===== src/rtl/xlat_pkg.sv =====
package xlat_pkg;
   typedef enum logic [1:0] {
      INV_ALL  = 2'b00,
      INV_ASID = 2'b01,
      INV_PAGE = 2'b10,
      INV_NONE = 2'b11
   } inv_kind_e;

   localparam int PERM_BITS = 3;
   localparam int PERM_WR   = 0;
   localparam int PERM_EX   = 1;
   localparam int PERM_USR  = 2;
endpackage


===== src/rtl/xlat_first_set.sv =====
module xlat_first_set #(
   parameter int N     = 16,
   parameter int IDX_W = (N > 1) ? $clog2(N) : 1
) (
   input  logic [N-1:0]     vec,
   output logic             found,
   output logic [IDX_W-1:0] idx
);
   always_comb begin
      idx = '0;
      for (int i = N - 1; i >= 0; i--) begin
         if (vec[i]) idx = i[IDX_W-1:0];
      end
   end
   assign found = |vec;
endmodule


===== src/rtl/xlat_slot.sv =====
module xlat_slot
   import xlat_pkg::*;
#(
   parameter int VPN_W       = 20,
   parameter int PFN_W       = 20,
   parameter int ASID_W      = 8,
   parameter int PERM_W      = PERM_BITS,
   parameter bit PAGE_ANY_AS = 1'b0
) (
   input  logic              clk,
   input  logic              rst_n,
   input  logic              wr_en,
   input  logic [VPN_W-1:0]  w_vpn,
   input  logic [ASID_W-1:0] w_asid,
   input  logic [PFN_W-1:0]  w_pfn,
   input  logic [PERM_W-1:0] w_perm,
   input  logic              inv_valid,
   input  logic [1:0]        inv_kind,
   input  logic [ASID_W-1:0] inv_asid,
   input  logic [VPN_W-1:0]  inv_vpn,
   input  logic [VPN_W-1:0]  lk_vpn,
   input  logic [ASID_W-1:0] lk_asid,
   output logic              valid,
   output logic              lk_match,
   output logic              fill_match,
   output logic [PFN_W-1:0]  pfn,
   output logic [PERM_W-1:0] perm
);
   logic [VPN_W-1:0]  vpn_q;
   logic [ASID_W-1:0] asid_q;
   logic              page_hit_inv;
   logic              kill;

   generate
      if (PAGE_ANY_AS) begin : g_page_any
         assign page_hit_inv = (vpn_q == inv_vpn);
      end else begin : g_page_tagged
         assign page_hit_inv = (vpn_q == inv_vpn) && (asid_q == inv_asid);
      end
   endgenerate

   always_comb begin
      kill = 1'b0;
      if (inv_valid) begin
         unique case (inv_kind_e'(inv_kind))
            INV_ALL:  kill = 1'b1;
            INV_ASID: kill = (asid_q == inv_asid);
            INV_PAGE: kill = page_hit_inv;
            default:  kill = 1'b0;
         endcase
      end
   end

   always_ff @(posedge clk) begin
      if (!rst_n)     valid <= 1'b0;
      else if (wr_en) valid <= 1'b1;
      else if (kill)  valid <= 1'b0;
   end

   always_ff @(posedge clk) begin
      if (!rst_n) begin
         vpn_q  <= '0;
         asid_q <= '0;
         pfn    <= '0;
         perm   <= '0;
      end else if (wr_en) begin
         vpn_q  <= w_vpn;
         asid_q <= w_asid;
         pfn    <= w_pfn;
         perm   <= w_perm;
      end
   end

   assign lk_match   = valid && (vpn_q == lk_vpn) && (asid_q == lk_asid);
   assign fill_match = valid && (vpn_q == w_vpn) && (asid_q == w_asid);
endmodule


===== src/rtl/xlat_victim.sv =====
module xlat_victim #(
   parameter int N     = 16,
   parameter int IDX_W = $clog2(N)
) (
   input  logic             clk,
   input  logic             rst_n,
   input  logic             fill_valid,
   input  logic [N-1:0]     valid_vec,
   input  logic [N-1:0]     dup_vec,
   output logic [IDX_W-1:0] victim_idx
);
   logic             dup_found;
   logic [IDX_W-1:0] dup_idx;
   logic             free_found;
   logic [IDX_W-1:0] free_idx;
   logic [IDX_W-1:0] rr_q;

   xlat_first_set #(.N(N), .IDX_W(IDX_W)) u_dup (
      .vec(dup_vec), .found(dup_found), .idx(dup_idx));

   xlat_first_set #(.N(N), .IDX_W(IDX_W)) u_free (
      .vec(~valid_vec), .found(free_found), .idx(free_idx));

   always_comb begin
      if (dup_found)       victim_idx = dup_idx;
      else if (free_found) victim_idx = free_idx;
      else                 victim_idx = rr_q;
   end

   always_ff @(posedge clk) begin
      if (!rst_n)
         rr_q <= '0;
      else if (fill_valid && !dup_found && !free_found)
         rr_q <= rr_q + 1'b1;
   end
endmodule


===== src/rtl/xlat_cache.sv =====
module xlat_cache
   import xlat_pkg::*;
#(
   parameter int VPN_W       = 20,
   parameter int PFN_W       = 20,
   parameter int ASID_W      = 8,
   parameter int PERM_W      = PERM_BITS,
   parameter int ENTRIES     = 16,
   parameter bit PAGE_ANY_AS = 1'b0
) (
   input  logic              clk,
   input  logic              rst_n,
   input  logic              lk_valid,
   input  logic [VPN_W-1:0]  lk_vpn,
   input  logic [ASID_W-1:0] lk_asid,
   input  logic              lk_write,
   output logic              lk_hit,
   output logic              lk_miss,
   output logic              lk_perm_fault,
   output logic [PFN_W-1:0]  lk_pfn,
   output logic [PERM_W-1:0] lk_perm,
   input  logic              fill_valid,
   input  logic [VPN_W-1:0]  fill_vpn,
   input  logic [ASID_W-1:0] fill_asid,
   input  logic [PFN_W-1:0]  fill_pfn,
   input  logic [PERM_W-1:0] fill_perm,
   input  logic              inv_valid,
   input  logic [1:0]        inv_kind,
   input  logic [ASID_W-1:0] inv_asid,
   input  logic [VPN_W-1:0]  inv_vpn
);
   localparam int IDX_W = $clog2(ENTRIES);

   generate
      if (ENTRIES < 2 || (ENTRIES & (ENTRIES - 1)) != 0) begin : g_bad_entries
         $error("xlat_cache: ENTRIES must be a power of two, at least 2");
      end
      if (PERM_W < PERM_BITS) begin : g_bad_perm
         $error("xlat_cache: PERM_W too narrow for the permission fields");
      end
      if (VPN_W < 1 || PFN_W < 1 || ASID_W < 1) begin : g_bad_width
         $error("xlat_cache: field widths must be positive");
      end
   endgenerate

   logic [ENTRIES-1:0] valid_vec;
   logic [ENTRIES-1:0] match_vec;
   logic [ENTRIES-1:0] dup_vec;
   logic [ENTRIES-1:0] wr_vec;
   logic [PFN_W-1:0]   pfn_arr  [ENTRIES];
   logic [PERM_W-1:0]  perm_arr [ENTRIES];
   logic [IDX_W-1:0]   victim_idx;
   logic               any_match;
   logic [IDX_W-1:0]   match_idx;
   logic               wr_ok;

   xlat_victim #(.N(ENTRIES), .IDX_W(IDX_W)) u_victim (
      .clk(clk), .rst_n(rst_n), .fill_valid(fill_valid),
      .valid_vec(valid_vec), .dup_vec(dup_vec), .victim_idx(victim_idx));

   generate
      for (genvar g = 0; g < ENTRIES; g++) begin : g_slot
         assign wr_vec[g] = fill_valid && (victim_idx == g[IDX_W-1:0]);
         xlat_slot #(
            .VPN_W(VPN_W), .PFN_W(PFN_W), .ASID_W(ASID_W),
            .PERM_W(PERM_W), .PAGE_ANY_AS(PAGE_ANY_AS)
         ) u_slot (
            .clk(clk), .rst_n(rst_n), .wr_en(wr_vec[g]),
            .w_vpn(fill_vpn), .w_asid(fill_asid), .w_pfn(fill_pfn),
            .w_perm(fill_perm), .inv_valid(inv_valid), .inv_kind(inv_kind),
            .inv_asid(inv_asid), .inv_vpn(inv_vpn), .lk_vpn(lk_vpn),
            .lk_asid(lk_asid), .valid(valid_vec[g]), .lk_match(match_vec[g]),
            .fill_match(dup_vec[g]), .pfn(pfn_arr[g]), .perm(perm_arr[g]));
      end
   endgenerate

   xlat_first_set #(.N(ENTRIES), .IDX_W(IDX_W)) u_hit_sel (
      .vec(match_vec), .found(any_match), .idx(match_idx));

   assign lk_pfn  = any_match ? pfn_arr[match_idx]  : '0;
   assign lk_perm = any_match ? perm_arr[match_idx] : '0;
   assign wr_ok   = !lk_write || lk_perm[PERM_WR];

   assign lk_hit        = lk_valid && any_match && wr_ok;
   assign lk_perm_fault = lk_valid && any_match && !wr_ok;
   assign lk_miss       = lk_valid && !any_match;
endmodule


===== config.mk =====
export PLATFORM = sky130hd
export DESIGN_NAME = xlat_cache
export DESIGN_NICKNAME = d
export VERILOG_FILES = /design/src/rtl/xlat_pkg.sv /design/src/rtl/xlat_first_set.sv /design/src/rtl/xlat_slot.sv /design/src/rtl/xlat_victim.sv /design/src/rtl/xlat_cache.sv
export SDC_FILE = /design/constraint.sdc
export NUM_CORES = 2
export LEC_CHECK = 0
export BUFFER_PORTS_ARGS = -buffer_cell sky130_fd_sc_hd__buf_4
export CORE_MARGIN = 4
export CORE_UTILIZATION = 45
export CTS_CLUSTER_DIAMETER = 120
export CTS_CLUSTER_SIZE = 25
export DETAILED_ROUTE_END_ITERATION = 8
export PLACE_DENSITY = 0.6
export SETUP_SLACK_MARGIN = 0.3
export SLEW_MARGIN = 20
export SYNTH_ARGS = -nofsm -noshare
export SYNTH_HDL_FRONTEND = slang
export SYNTH_SLANG_ARGS = --single-unit
export TNS_END_PERCENT = 1

===== constraint.sdc =====
create_clock -name clk -period 8.8 [get_ports clk]
set_clock_uncertainty 0.1 [all_clocks]
set_input_delay 0.88 -clock clk [delete_from_list [all_inputs] [get_ports clk]]
set_output_delay 0.88 -clock clk [all_outputs]
set_load 0.02 [all_outputs]

==> key figures <==
Critical path
  – WP data arrival: 5.82 ns
  – CP Buf/Inv Count: 3
  – CP top delay family: compound AO/OA/AOI/OAI gates
  – Critical path class: in2out
  – CP max-delay cell: a31oi_4
  – Crit path capture type: primary output
  – Startpoint Class: input port
  – Critical-path cell list: buf_4 > xnor2_1 > nand4_1 > nor4_1 > nand2_1 > a211oi_1 > o2111ai_1 > a31oi_4 > buf_4 > mux2_2 > nor2_1 > a31oi_1 > a211oi_1 > buf_4
  – R2R depth: 12
  – Crit path largest cell delay: 0.81 ns
  – Crit path required time: 7.82 ns
  – Crit-path max FO: 18
  – Total number of cells along the worst setup path: 14
  – Most Frequent Cell on Critical Path: buf_4

Floorplan
  – Die Footprint: 119000 sq um
  – I/O pin cnt: 141
  – Die W: 345 um
  – Starting Density: 45.4%
  – Row Count: 123
  – Die Ht: 345 um
  – Core area: 113000 sq um

Clock tree
  – Post-CTS Resized: 0
  – Clk_lat worst skew: 0.71 ns
  – CTS max path bufs: 3
  – Hold_buf cts: 0
  – CTS Sinks: 836
  – # Post-CTS Setup Buffers: 0
  – TritonCTS clock tree: done
  – Reg clk slew, reported paths: 0.10 ns
  – CTS H-Tree Depth: 2
  – TritonCTS Buffers: 42
  – CTS Root Cell: clkbuf_16

Yosys
  – Most frequent cell after synthesis: nand2_1
  – Synthesized flop and latch total: 836
  – Post-synth EDFFs: 0
  – Asr flop ratio synth: 0%
  – Yosys cell types: 74
  – Post-synth top cells: nand2_1, mux2i_1, dfxtp_1
  – Cells after Synth: 5704
  – Synth area leaders: dfxtp_1, mux2i_1, xnor2_1, xor2_1, nand2_1
  – Synth Net Count: 5820
  – Sequential-to-total area share from yosys stat: 32.7%
  – Top_reg_cell synth: dfxtp_1
  – Synthesized area: 51200 sq um
  – Area leader, netlist: dfxtp_1
  – Avg Inst Size Synth: 8.97 sq um
  – Warnings from Yosys: 0
  – Post-synth top area share: 32.7%

Placed design
  – IO Port Bufs: 140
  – Placement Cell Area: 52600 sq um
  – DP HPWL: 142000 um
  – GP Congestion: 1.01
  – Pre-CTS WS: 2.09 ns

Global route
  – Gr ovfl total: 0
  – Total GRT Usage: 37.4%
  – Vias in the first global route: 41555
  – Largest net degree at the start of global routing: 178
  – First-pass GRT wire length: 324000 um
  – Initial antenna violation count: 4

Routing
  – DR vias: 44181
  – Final WL: 233000 um
  – Drt via density: 6.33
  – # DRC: 0
  – Drt wl/cell: 33.4 um
  – DRT iter0 DRCs: 5562
  – DR pass1 iterations: 6
  – ANT nets after route: 0

Power
  – PwrDens: 136 nW/um^2
  – Int Pwr: 5.07 mW
  – Sequential group share of total power: 52.6%
  – Sw power: 2.28 mW
  – Clock power share: 32.3%
  – Leakage power: 19.0 nW
  – Combinational share of power: 15.1%
  – Max VDD drop: 140 uV
  – Net Sw Frac: 31.1%

Timing
  – Setup TNS: 0 ns
  – Final count of hold timing violations: 0
  – Final Setup Violations: 0
  – Hold Slack: 0.359 ns
  – Fmax: 147 MHz
  – RSZ-0062 raised after global routing: no
  – Slew HR: 5.81%
  – Least-Margin Pin Slew: 1.40 ns
  – Final slew viol count: 0
  – Tcrit/Tclk final: 77.3%
  – Final worst setup slack: 2.00 ns
  – Post-layout min period: 6.80 ns

Finish
  – Layout area overhead: 5.33%
  – Layout cell share with drive strength beyond 1: 6.43%
  – FF/Latch Area: 16700 sq um
  – Post-route cell area: 53900 sq um
  – Number of fillers in the final layout: 10924
  – Multi-input gate area: 32400 sq um
  – Final Net Count: 5581

Min path
  – Worst hold path type: reg2reg
  – Hold Path Depth: 2

Flow run
  – Max_cap viols: 0

Status
  – Status: completed
==> worst min-delay path, delay by kind of cell (launching register included) <==
| kind | cells | cell delay (ns) |
|---|---|---|
| DFF | 1 | 0.32 |
| muxes | 1 | 0.05 |
| and+or+nand+nor | 1 | 0.05 |
==> power by group through the flow <==
stage	clock (mW)	sequential (mW)	combinational, mW
finish	2.37	3.86	1.11
global placement	0	3.95	1.05
global route	2.53	3.87	1.12
detailed placement	0	3.95	1.05
floorplan	0	3.93	0.652
CTS	2.41	3.86	1.06
==> path summary, 6_finish.rpt <==
path / from / to / slack [ns]
worst max register to register: g_slot[3].u_slot.asid_q[6] / g_slot[2].u_slot.pfn[9] / 2.99
worst min-delay path: g_slot[7].u_slot.pfn[1] / g_slot[7].u_slot.pfn[1] / 0.36
worst min register to register: g_slot[7].u_slot.pfn[1] / g_slot[7].u_slot.pfn[1] / 0.36
worst max-delay path: lk_vpn[1] / lk_perm[2] / 2.00
==> flip-flops by register name, indices dropped and copies added (netlist names) <==
signal                flops
g_slot.u_slot.perm       48
g_slot.u_slot.vpn_q     320
u_victim.rr_q             4
g_slot.u_slot.pfn       320
g_slot.u_slot.valid      16
g_slot.u_slot.asid_q    128
==> per-stage QoR <==
stage,power [mW],instances,util (%)
floorplan,4.58,5704,-
global placement,5.00,6920,46.7
detailed placement,5.00,6920,46.7
CTS,7.32,6976,47.8
global route,7.51,6977,47.8
finish,7.35,6984,47.8
==> logic make-up (layout without fill, tap and decap cells) <==
kind of cell	after synthesis	count (layout)	synth area share (%)
buffers and inverters	500	273	4.47
DFF	836	836	32.7
adders and majority gates	1	1	0.0245
muxes	1044	1044	20.6
xor gates and xnor gates	1341	1341	23.0
other	0	7	0
AOI/OAI and AO/OA	214	214	3.07
and+or+nand+nor	1768	1768	16.2
==> per-layer routing <==
layer | global-route usage, % | share of wire [%] | vias up
li1 | - | - | 18907
met1 | 47.3 | 39 | 21576
met2 | 57.3 | 43 | 2730
met3 | 9.28 | 10 | 964
met4 | 22.8 | 7.9 | 4
met5 | 0.480 | 0.039 | -
==> area by class of cell <==
| type | instances | share of cell area, % |
|---|---|---|
| multi-input combinational | 4368 | 60.1 |
| sequential | 836 | 31.1 |
| tap | 1500 | 3.48 |
| timing repair buffer | 189 | 2.81 |
| clock buffer | 42 | 1.95 |
| clock inverter | 14 | 0.406 |
| inverter | 28 | 0.195 |
| antenna | 7 | 0.0325 |
==> layout by cell type (no fill, tap or decap), types with 25 or more instances in the layout <==
master	Yosys	layout
clkbuf_16	0	42
nand2_1	1052	1024
xnor2_1	794	794
a31oi_1	36	35
mux2i_1	1001	1001
nand2_2	0	27
nand3_1	29	28
xor2_1	547	547
a211oi_1	27	26
mux2_2	42	42
or4_1	28	28
inv_1	25	25
nor2_1	78	76
buf_4	14	181
dfxtp_1	836	836
nor4_1	192	190
nand4_1	276	276
Power figures use the tool's default switching activity.
